### src/rtl/step_clock_pkg.sv
package step_clock_pkg;

   typedef enum logic {
      RUN_STEP = 1'b0,
      RUN_FREE = 1'b1
   } run_mode_e;

   function automatic int unsigned half_count(input int unsigned sys_hz,
                                              input int unsigned out_hz);
      return sys_hz / (2 * out_hz);
   endfunction

   function automatic int unsigned cnt_bits(input int unsigned n);
      return (n < 2) ? 1 : $clog2(n);
   endfunction

endpackage

### src/rtl/step_sync.sv
module step_sync #(
   parameter int unsigned STAGES = 2
) (
   input  logic clk,
   input  logic rst_n,
   input  logic d,
   output logic q
);
   generate
      if (STAGES < 2) begin : g_bad_stages
         $error("step_sync: STAGES must be at least 2");
      end
   endgenerate

   logic [STAGES-1:0] chain;

   always_ff @(posedge clk or negedge rst_n) begin
      if (!rst_n) chain <= '0;
      else        chain <= {chain[STAGES-2:0], d};
   end

   assign q = chain[STAGES-1];
endmodule

### src/rtl/step_debounce.sv
module step_debounce #(
   parameter int unsigned HOLD = 4
) (
   input  logic clk,
   input  logic rst_n,
   input  logic raw,
   output logic level,
   output logic press
);
   localparam int unsigned W = step_clock_pkg::cnt_bits(HOLD);

   logic level_q;
   logic level_d;

   generate
      if (HOLD <= 1) begin : g_direct
         always_ff @(posedge clk or negedge rst_n) begin
            if (!rst_n) level_q <= 1'b0;
            else        level_q <= raw;
         end
      end else begin : g_counted
         localparam logic [W-1:0] LAST = W'(HOLD - 1);
         logic [W-1:0] run_cnt;
         always_ff @(posedge clk or negedge rst_n) begin
            if (!rst_n) begin
               level_q <= 1'b0;
               run_cnt <= '0;
            end else if (raw == level_q) begin
               run_cnt <= '0;
            end else if (run_cnt == LAST) begin
               level_q <= raw;
               run_cnt <= '0;
            end else begin
               run_cnt <= run_cnt + W'(1);
            end
         end
      end
   endgenerate

   always_ff @(posedge clk or negedge rst_n) begin
      if (!rst_n) level_d <= 1'b0;
      else        level_d <= level_q;
   end

   assign level = level_q;
   assign press = level_q & ~level_d;
endmodule

### src/rtl/step_clock_core.sv
module step_clock_core
   import step_clock_pkg::*;
#(
   parameter int unsigned HALF = 2
) (
   input  logic clk,
   input  logic rst_n,
   input  logic mode_s,
   input  logic press,
   output logic clk_o,
   output logic run_mode
);
   localparam int unsigned W = cnt_bits(HALF);
   localparam logic [W-1:0] LAST = W'(HALF - 1);

   run_mode_e    mode_q;
   run_mode_e    mode_req;
   logic         clk_q;
   logic         pend;
   logic [W-1:0] cnt;

   assign mode_req = run_mode_e'(mode_s);

   always_ff @(posedge clk or negedge rst_n) begin
      if (!rst_n) begin
         mode_q <= RUN_STEP;
         clk_q  <= 1'b0;
         cnt    <= LAST;
         pend   <= 1'b0;
      end else if (!clk_q && (mode_req != mode_q)) begin
         mode_q <= mode_req;
         cnt    <= '0;
         pend   <= 1'b0;
      end else if (mode_q == RUN_FREE) begin
         pend <= 1'b0;
         if (cnt == LAST) begin
            clk_q <= ~clk_q;
            cnt   <= '0;
         end else begin
            cnt <= cnt + W'(1);
         end
      end else if (clk_q) begin
         pend <= pend | press;
         if (cnt == LAST) begin
            clk_q <= 1'b0;
            cnt   <= '0;
         end else begin
            cnt <= cnt + W'(1);
         end
      end else if (cnt != LAST) begin
         pend <= pend | press;
         cnt  <= cnt + W'(1);
      end else if (pend | press) begin
         clk_q <= 1'b1;
         cnt   <= '0;
         pend  <= 1'b0;
      end
   end

   assign clk_o    = clk_q;
   assign run_mode = (mode_q == RUN_FREE);
endmodule

### src/rtl/step_clock_gen.sv
module step_clock_gen #(
   parameter int unsigned SYS_HZ       = 50_000_000,
   parameter int unsigned OUT_HZ       = 1537,
   parameter int unsigned DEBOUNCE_CYC = 500_000,
   parameter int unsigned SYNC_STAGES  = 2
) (
   input  logic clk,
   input  logic rst_n,
   input  logic mode_i,
   input  logic btn_i,
   output logic clk_o,
   output logic mode_led
);
   localparam int unsigned HALF = step_clock_pkg::half_count(SYS_HZ, OUT_HZ);

   generate
      if (OUT_HZ == 0) begin : g_bad_out
         $error("step_clock_gen: OUT_HZ must be non-zero");
      end
      if (HALF < 2) begin : g_bad_half
         $error("step_clock_gen: SYS_HZ must be at least 4 * OUT_HZ");
      end
      if (DEBOUNCE_CYC == 0) begin : g_bad_deb
         $error("step_clock_gen: DEBOUNCE_CYC must be non-zero");
      end
   endgenerate

   logic mode_s;
   logic btn_s;
   logic btn_level;
   logic press_w;
   logic run_mode_w;

   step_sync #(.STAGES(SYNC_STAGES)) u_mode_sync (
      .clk(clk), .rst_n(rst_n), .d(mode_i), .q(mode_s)
   );

   step_sync #(.STAGES(SYNC_STAGES)) u_btn_sync (
      .clk(clk), .rst_n(rst_n), .d(btn_i), .q(btn_s)
   );

   step_debounce #(.HOLD(DEBOUNCE_CYC)) u_debounce (
      .clk(clk), .rst_n(rst_n), .raw(btn_s), .level(btn_level), .press(press_w)
   );

   step_clock_core #(.HALF(HALF)) u_core (
      .clk(clk), .rst_n(rst_n), .mode_s(mode_s), .press(press_w),
      .clk_o(clk_o), .run_mode(run_mode_w)
   );

   assign mode_led = mode_i;
endmodule

### config.mk
export PLATFORM = sky130hd
export DESIGN_NAME = step_clock_gen
export DESIGN_NICKNAME = d
export VERILOG_FILES = /design/src/rtl/step_clock_pkg.sv /design/src/rtl/step_sync.sv /design/src/rtl/step_debounce.sv /design/src/rtl/step_clock_core.sv /design/src/rtl/step_clock_gen.sv
export SDC_FILE = /design/constraint.sdc
export NUM_CORES = 1
export LEC_CHECK = 0
export ABC_AREA = 1
export BUFFER_PORTS_ARGS = -buffer_cell sky130_fd_sc_hd__clkbuf_2
export CORE_ASPECT_RATIO = 0.5
export CORE_MARGIN = 10
export CORE_UTILIZATION = 45
export CTS_BUF_LIST = sky130_fd_sc_hd__clkbuf_16
export CTS_CLUSTER_DIAMETER = 30
export CTS_CLUSTER_SIZE = 40
export DETAILED_ROUTE_END_ITERATION = 6
export SLEW_MARGIN = 20
export SYNTH_ARGS = -nofsm -noshare
export SYNTH_HDL_FRONTEND = slang
export SYNTH_SLANG_ARGS = --single-unit
### constraint.sdc
create_clock -name clk -period 1.45 [get_ports clk]
set_input_delay 0.3625 -clock clk [delete_from_list [all_inputs] [get_ports clk]]
set_output_delay 0.3625 -clock clk [all_outputs]
set_load 0.01 [all_outputs]
==> results of run 1 <==
==> final timing paths <==
kind | startpoint | end | slack, ns | cells after the start
setup / recovery | u_debounce.g_counted.run_cnt[1] | u_debounce.g_counted.run_cnt[14] | 0.05 | 7
hold / removal | rst_n | u_core.cnt[4] | 0.02 | 1
setup reg to reg | u_debounce.g_counted.run_cnt[1] | u_debounce.g_counted.run_cnt[14] | 0.05 | 7
hold reg to reg | u_mode_sync.chain[0] | u_mode_sync.chain[1] | 0.34 | 0
max in group asynchronous | rst_n | u_core.cnt[3] | 0.89 | 2
min in group clk | btn_i | u_btn_sync.chain[0] | 0.19 | 1
==> critical path: cells and delay by family (launching register included) <==
kind	cells	cell delay, ns
buffers and inverters	1	0.15
flip-flops	1	0.35
adder cells (fa/ha/maj)	1	0.19
AND/OR/NAND/NOR	3	0.31
AO/OA/AOI/OAI	2	0.29
==> layout make-up <==
cell class / count / area [sq um]
sequential: 42 / 1062
tap: 70 / 87.58
clock buffer: 5 / 125.1
timing repair buffer: 34 / 255.2
fill: 458 / 2018
clock inverter: 3 / 12.51
inverter: 50 / 187.7
multi-input combinational: 218 / 1206
==> logic make-up (layout without fill, tap and decap cells) <==
group	after synthesis	after routing	synth area share [%]
flip-flops	42	42	45.71
buffers and inverters	52	92	8.625
adder cells (fa/ha/maj)	3	3	1.617
AND/OR/NAND/NOR	188	188	36.28
XOR/XNOR	9	9	3.396
AO/OA/AOI/OAI	18	18	4.366
==> synthesized netlist by cell type <==
master    number  share of area (%)
a211oi_1       1               0.32
a21oi_1        9                1.9
and3_1         2               0.54
buf_2          1               0.22
buf_4          1               0.32
dfrtp_1       34                 37
dfstp_2        8                9.1
ha_1           3                1.6
inv_1         50                8.1
nand2_1       75                 12
nand2_2        2               0.54
nand3_1       22                4.7
nand3_2        1               0.43
nand3b_1       1               0.32
nand4_1       10                2.7
nand4_2        1               0.54
nor2_1        59                9.5
nor2_2         2               0.54
nor2_4         4                1.9
nor3_1         5                1.1
nor3b_1        3               0.97
nor4_1         1               0.27
o21ai_0        3               0.65
o21ai_1        1               0.22
o21bai_1       3               0.97
o22ai_1        1               0.27
xnor2_1        2               0.75
xor2_1         7                2.6
==> metal layers <==
| layer | track usage (%) | vias up | wire, microns |
|---|---|---|---|
| met5 | 0 | - | 0 |
| met4 | 2.891 | 0 | 34 |
| met3 | 3.088 | 5 | 171 |
| met2 | 20.06 | 24 | 2376 |
| met1 | 17.20 | 975 | 2601 |
| li1 | - | 1051 | - |
==> power by group through the flow <==
stage / Clock, mW / Combinational [mW] / Sequential [mW]
after global placement: 0 / 0.185 / 1.25
after CTS: 1.07 / 0.217 / 1.23
after floorplan: 0 / 0.0944 / 1.25
after detailed placement: 0 / 0.187 / 1.25
after global routing: 1.14 / 0.264 / 1.24
final: 1.06 / 0.233 / 1.23
==> registers in the layout, indices dropped and copies added, names as in the netlist <==
name,count
u_core.pend,1
u_debounce.level_d,1
u_core.run_mode,1
u_debounce.level,1
u_debounce.g_counted.run_cnt,19
u_core.clk_o,1
u_core.cnt,14
u_mode_sync.chain,2
u_btn_sync.chain,2
==> per-stage QoR <==
step | cell area [sq um] | worst slack (ns) | std cells
after floorplan | 2321 | 0.1057 | 312
after global placement | 2614 | -0.05057 | 409
after detailed placement | 2614 | -0.06456 | 409
after CTS | 2799 | 0.002740 | 419
after global routing | 2937 | -0.03095 | 422
final | 2937 | 0.04574 | 422
==> repair_timing <==
item	CTS	global route
setup endpoints to repair	10	27
hold buffers	0	0
buffers inserted	2	3
pin swaps	6	15
gates resized for setup	8	35
==> flow_results.org, run 1 <==
** CTS
- Counting along the longest clock path gives a buffer depth of 2.
- The tree built by TritonCTS fans out to 42 sinks.
- The cell sitting at the root of the clock tree is a clkbuf_16.
- CTS tree :: done
- After clock tree synthesis, the clock-pin slew on the worst setup and hold paths is 0.06 ns.
- Buffers inserted during clock tree synthesis total 5.
- H-Tree Depth :: 2
- The clock reaches the later pin of the worst-skew pair after 0.28 ns.

** Finish
- Post-layout util :: 59.27%
- Final-stage net count :: 358
- In the final layout, the share of cells above drive strength 1 is 25.85%.
- Commonest non-fill, non-tap cell in the layout :: nand2_1
- Area added between synthesis and finish :: 26.52%
- In the layout the commonest cells are nand2_1 (69), nor2_1 (47), inv_1 (47).
- Number of diodes :: 0

** Synthesis
- The mapped netlist covers 0.002321 sq mm.
- For this run, the register share of the synthesized area comes to 45.71%.
- Count of synthesis-stage warnings from yosys :: 0
- Counting every net in the synthesized netlist gives 319.
- Mapped Cells :: 312
- Counting flops and latches in the post-synthesis netlist gives 42.
- Dividing the synthesized area by the synthesized cell count gives 7.439 sq um.
- Post-synthesis cell type count :: 28

** Pwr
- Switching power total :: 0.6033 mW
- The clock network burns 41.9% of the power.
- For this design the static power due to leakage is 1.363 nW.
- Power after layout :: 2.528 mW
- Worst ir drop on vdd :: 449.2 uV
- Net switching fraction of the power :: 23.87%
- Cell internal power was estimated by the tool at 1.924 mW.
- Registers are responsible for 48.8% of the overall power.
- In this run the power density over the cells is 860.8 mW/mm^2.
- Combinational cells account for 9.2% of the total power.

** Route
- After detailed routing, the average wire length per cell comes to 12.28 microns.
- For this block, the initial DRC count from the detailed router was 110.
- The first detailed-routing pass ran for 4 iterations.
- Vias per cell :: 4.870
- Remaining antenna violation count :: 0
- Final Routed Wirelength :: 5183 microns
- The routed layout has 2,055 vias.
- After detailed routing, the number of remaining DRC violations is 0.

** Die
- In this run the count of I/O pins placed on the die edge is 6.
- The die is 70.78 microns tall.
- Initial core utilization :: 46.84%
- Die Width :: 121.6 microns
- The floorplan has 18 rows.
- Core outline area :: 0.004955 sq mm
- The die covers 0.008604 sq mm.

** STA
- Hold WS :: 0.02251 ns
- For the final database, setup skew stands at 0.002863 ns.
- The smallest clock period supported by the final layout is computed as 1.404 ns.
- Static timing analysis puts the maximum clock frequency at 712.1 MHz.
- Least-Margin Pin Slew :: 0.4666 ns
- Of the available clock period, the critical path in the final layout requires 96.85%.
- Max-slew headroom at the worst pin :: 68.89%
- Setup repair after global routing missed its margin :: yes
- Setup violations, final :: 0
- The final hold violation count came to 0.
- Setup total negative slack on the finished layout was measured at 0 ns.
- Max-slew violation count :: 0

** Global routing
- Summed over all layers, the global routing overflow is 0.
- Overall track demand over capacity in global routing :: 12.73%
- The initial antenna violation count came to 0.
- Maximum number of pins on one net before global-route repair :: 25
- Vias in the first global route :: 2,017
- The first global-routing pass estimated 9204 microns of wire.

** Outcome
- Outcome :: finished, final reports clean

** Hold path
- Type of the tightest min-delay check :: input pin to async pin

** Setup path
- Cell chain of the critical path :: ha_2 > nand2_2 > nor2_4 > nand3_2 > buf_4 > o21ai_0 > a21oi_1
- STA classifies the critical path endpoint as a flop.
- Maximum single-stage delay on the critical path :: 0.35 ns
- Type of the worst setup path :: flop to flop
- STA puts the critical path data required time at 1.61 ns.
- Largest fanout on the critical path :: 3
- At the worst endpoint, the arrival time is 1.56 ns.
- CP max-delay cell :: dfrtp_1
- Worst setup SP type :: flop

** Job
- Maxcap violations :: 0

** Placed design
- Input and output buffers added on the ports amount to 5.
- The wire-length estimate of the detail-placed layout is 3877 microns.
- Routability-driven placement finished with a final weighted congestion of 0.8930.
Note: power is estimated with default switching activity, not from simulation.
==> run 2, diff against run 1 <==
Settings changed: SYNTH_HIERARCHICAL set to 1.
==> run 2 against run 1 <==
Largest cell class unchanged. The run now ends with negative setup slack left. Sequential cell count unchanged. Worst hold slack better by 0.025 ns. Core utilization down 1.5 points. Via count down 8.6%. Critical path depth down 1. Register-to-register slack worse by 0.06 ns.
==> flow_results.org, run 2 <==
** Setup path
- The largest fanout on the critical path came to 5 (+2).
- STA classifies the critical path startpoint as a flop.
- Setup slack, reg-to-reg :: -0.02 ns (-0.06 ns)
- Type of destination of the critical path :: flop
- FF-to-FF path depth :: 6 (-1)
- Type of the worst setup path :: flop to flop
- Worst Path Arrival :: 1.64 ns (+0.08 ns)
- Origin of the critical flop-to-flop path :: u_core/cnt[5]
- The endpoint identified for the worst register-to-register timing path is u_core/cnt[1].
- Data required time at the worst endpoint :: 1.63 ns (+0.02 ns)

** Placed design
- Last weighted congestion value of the routability-driven placer :: 0.8159 (-8.6%)
- The number of instances in the placed design was 359 (-12%).
- Placed wire-length estimate :: 3282 microns (-15%)
- The count of buffers from port buffering was 5 (unchanged).
- Placed inst area :: 0.002486 sq mm (-4.9%)

** Synthesis
- The mean instance size in the synthesized netlist came to 8.331 sq um (+12%).
- Fraction of post-synthesis cell area in the top cell type by area :: 36.74% (+0.079 points)
- Part of the Yosys area used for sequential elements :: 45.81% (+0.099 points)
- Net Count, Synth :: 285 (-11%)
- Sorting the synthesized cells by how often they occur yields nand2_1 (52), nor2_1 (46), dfrtp_1 (34).
- Cell Area, Synth :: 0.002316 sq mm (-0.22%)
- The proportion of synthesized flip-flops having asynchronous set or reset was 100.0% (unchanged).
- Mapped Cells :: 278 (-11%)
- The biggest area contributor in the post-synthesis netlist is dfrtp_1.
- Post-synthesis cell type count :: 32 (+14%)
- By instance count, the leading cell after synthesis is nand2_1.
- In the synthesized netlist the dominant register cell turns out to be dfrtp_1.
- The warning count from the yosys run is 6 (+6).
- Synth top area cells :: dfrtp_1 (37%), dfstp_2 (9.1%), nand2_1 (8.4%)
- The number of flops mapped to enable cells by yosys is 0 (unchanged).
- Number of synthesized register bits :: 42 (unchanged)

** Die
- I/O pin count :: 6 (unchanged)
- The die outline height was 70.73 microns (about the same).
- The initial standard-cell utilization of the core came to 46.74% (-0.10 points).
- The area of the core region came to 0.004955 sq mm (unchanged).
- The die footprint came to 0.008591 sq mm (-0.16%).
- Die Width :: 121.5 microns (about the same)
- # rows :: 18 (unchanged)

** Pwr
- Worst ir drop on vdd :: 675.9 uV (+50%)
- Power after layout :: 2.607 mW (+3.1%)
- Part of the total power dissipated in the clock network :: 47.3% (+5.4 points)
- Leakage power :: 1.282 nW (-5.9%)
- The switching fraction of total power is 21.05% (-2.8 points).
- The power density over cell area was 911.0 mW/mm^2 (+5.8%).
- The combinational share of power is 6.2% (-3.0 points).
- Internal Dissipation :: 2.058 mW (+6.9%)
- Switching power total :: 0.5488 mW (-9.0%)
- The register share of total power was 46.5% (-2.3 points).

** Finish
- The top cell types in the final layout, fill and taps aside, are nand2_1 (46), nor2_1 (43), dfrtp_1 (34).
- Number of diodes :: 0 (unchanged)
- Flip-flop and latch area :: 0.001061 sq mm (-0.12%)
- The area growth from synthesis to layout is 23.55%.
- The filler cell count in the final layout came to 434 (-5.2%).
- In the final layout, the registers with the most flip-flops are u_debounce/g_counted.run_cnt x19, u_core/cnt x14.
- Flip-flop count of the largest register, all copies and words added :: 19 (unchanged)
- The final design area excluding fillers is 0.002861 sq mm (-2.6%).
- The library cell used most frequently in the layout, excluding fill and tap cells, is nand2_1.
- Register name with the most flops :: u_debounce/g_counted.run_cnt
- The multi-input logic area came to 0.001272 sq mm (+5.5%).
- Final-stage net count :: 312 (-13%)
- The post-layout instance count excluding filler cells was 376 (-11%).
- Share of cells above drive strength 1 :: 30.72% (+4.9 points)

** CTS
- The tree is rooted in a clkbuf_16.
- CTS Sinks :: 42 (unchanged)
- The level count of the clock H-tree came to 2 (unchanged).
- TritonCTS Buffers :: 5 (unchanged)
- Worst-path clk slew :: 0.06 ns (about the same)
- Buffer levels on the longest clock path :: 2 (unchanged)
- Worst-Skew Late Latency :: 0.28 ns (about the same)
- TritonCTS built the clock tree.

** Job
- Maxcap violations :: 0 (unchanged)

** STA
- The final hold violation count is 0 (unchanged).
- Max-slew headroom at the worst pin :: 76.82% (+7.9 points)
- Max-slew violation count :: 0 (unchanged)
- Setup repair after global routing could not meet its margin everywhere.
- The time the worst path needs with I/O delays and setup was 1.468 ns (+0.06410 ns).
- The period utilization came to 101.3% (+4.4 points).
- The measured slew at the worst slew-check pin came to 0.3464 ns (-0.1203 ns).
- Max Fclk :: 681.0 MHz (-4.4%)
- The total setup violations reported at the end of the flow came to 3 (+3).
- Hold WS :: 0.04715 ns (+0.02465 ns)
- Clk_skew :: 0.007378 ns (+0.004515 ns)
- The final worst-path setup slack was -0.01836 ns (-0.06410 ns).

** Route
- Number of iterations in the first detailed-routing pass :: 4 (unchanged)
- The remaining routing DRC violations came to 0 (unchanged).
- The number of nets with antenna violations after detailed routing came to 0 (unchanged).
- The final wirelength is 4998 microns (-3.6%).
- Wire length per cell :: 13.29 microns (+8.2%)
- The count of routing violations after the opening detailed-route iteration is 48 (-56%).
- Vias per cell :: 4.997 (+2.6%)
- Vias after detailed routing :: 1,879 (-8.6%)

** Global routing
- Vias in the first global route :: 1,720 (-15%)
- Maximum number of pins on one net before global-route repair :: 43 (+72%)
- Global-route wire length before repair :: 7928 microns (-14%)
- Grt total ovfl :: 0 (unchanged)
- The global-route total usage across every layer is 11.20% (-1.5 points).
- The initial antenna violation count is 0 (unchanged).

** Hold path
- Type of the tightest min-delay check :: input pin to async pin

** Outcome
- Failing checks :: negative setup slack
- The flow ran to the end, but the final reports show violations.
-- run 2: final cells by class --
cell class,instances,area share (%)
Multi-Input combinational cell,202,44.47
Sequential cell,42,37.08
Timing Repair Buffer,20,5.247
Inverter,34,4.460
Clock buffer,5,4.373
Tap cell,70,3.061
Clock inverter,3,1.312
-- run 2: repair_timing --
action	CTS	global route
hold buffers	0	0
cloned	0	1
resized for setup	2	33
endpoints found under the setup margin	7	24
buffers inserted	0	8
pin swaps	0	13
-- run 2: power groups by stage --
stage               Clock [mW]  Sequential [mW]  Combinational, mW
floorplan                    0             1.23             0.0693
global placement             0             1.23              0.123
detailed placement           0             1.23              0.127
CTS                       1.27             1.21              0.128
global route              1.32             1.21              0.180
finish                    1.23             1.21              0.161
-- run 2: logic make-up after synthesis --
family | Yosys count | share of synthesized area [%]
AO/OA/AOI/OAI | 21 | 5.348
AND/OR/NAND/NOR | 164 | 36.14
flip-flops | 42 | 45.81
XOR/XNOR | 13 | 5.241
buffers and inverters | 35 | 5.835
adder cells (fa/ha/maj) | 3 | 1.621
-- run 2: routing by layer --
layer | wire [microns] | track usage [%] | up-vias
met5 | 0 | 0 | -
met4 | 114 | 3.417 | 0
met3 | 240 | 3.167 | 14
met2 | 2385 | 17.43 | 39
met1 | 2256 | 14.74 | 892
li1 | - | - | 934
-- run 2: critical path, cell delays in order (launching register included) --
cell and delay [ns]:
dfrtp_1 0.45, nor2_1 0.31, nand3_4 0.15, nor2_8 0.23, nor2_4 0.07, nand2_1 0.09
o21ai_2 0.05
-- run 2: worst max-delay path by stage --
stage,slack [ns],cells past startpoint,from,endpoint
floorplan,0.11,9,u_core/cnt[0],u_core/cnt[0]
global placement,0.04,9,u_core/cnt[1],u_core/cnt[1]
detailed placement,0.007,6,u_debounce/g_counted.run_cnt[0],u_debounce/g_counted.run_cnt[17]
CTS,-0.01,8,u_debounce/g_counted.run_cnt[0],u_debounce/g_counted.run_cnt[18]
global route,-0.11,6,u_core/cnt[5],u_core/cnt[7]
finish,-0.02,6,u_core/cnt[5],u_core/cnt[1]
-- run 2: metrics by stage --
step | util [%] | setup WS (ns) | setup TNS [ns]
2_1_floorplan | - | 0.1099 | 0
3_3_place_gp | 50.18 | 0.04277 | 0
3_5_place_dp | 50.18 | 0.006891 | 0
4_1_cts | 53.61 | -0.01247 | -0.01247
5_1_grt | 57.75 | -0.1065 | -1.078
6_report | 57.75 | -0.01836 | -0.04447
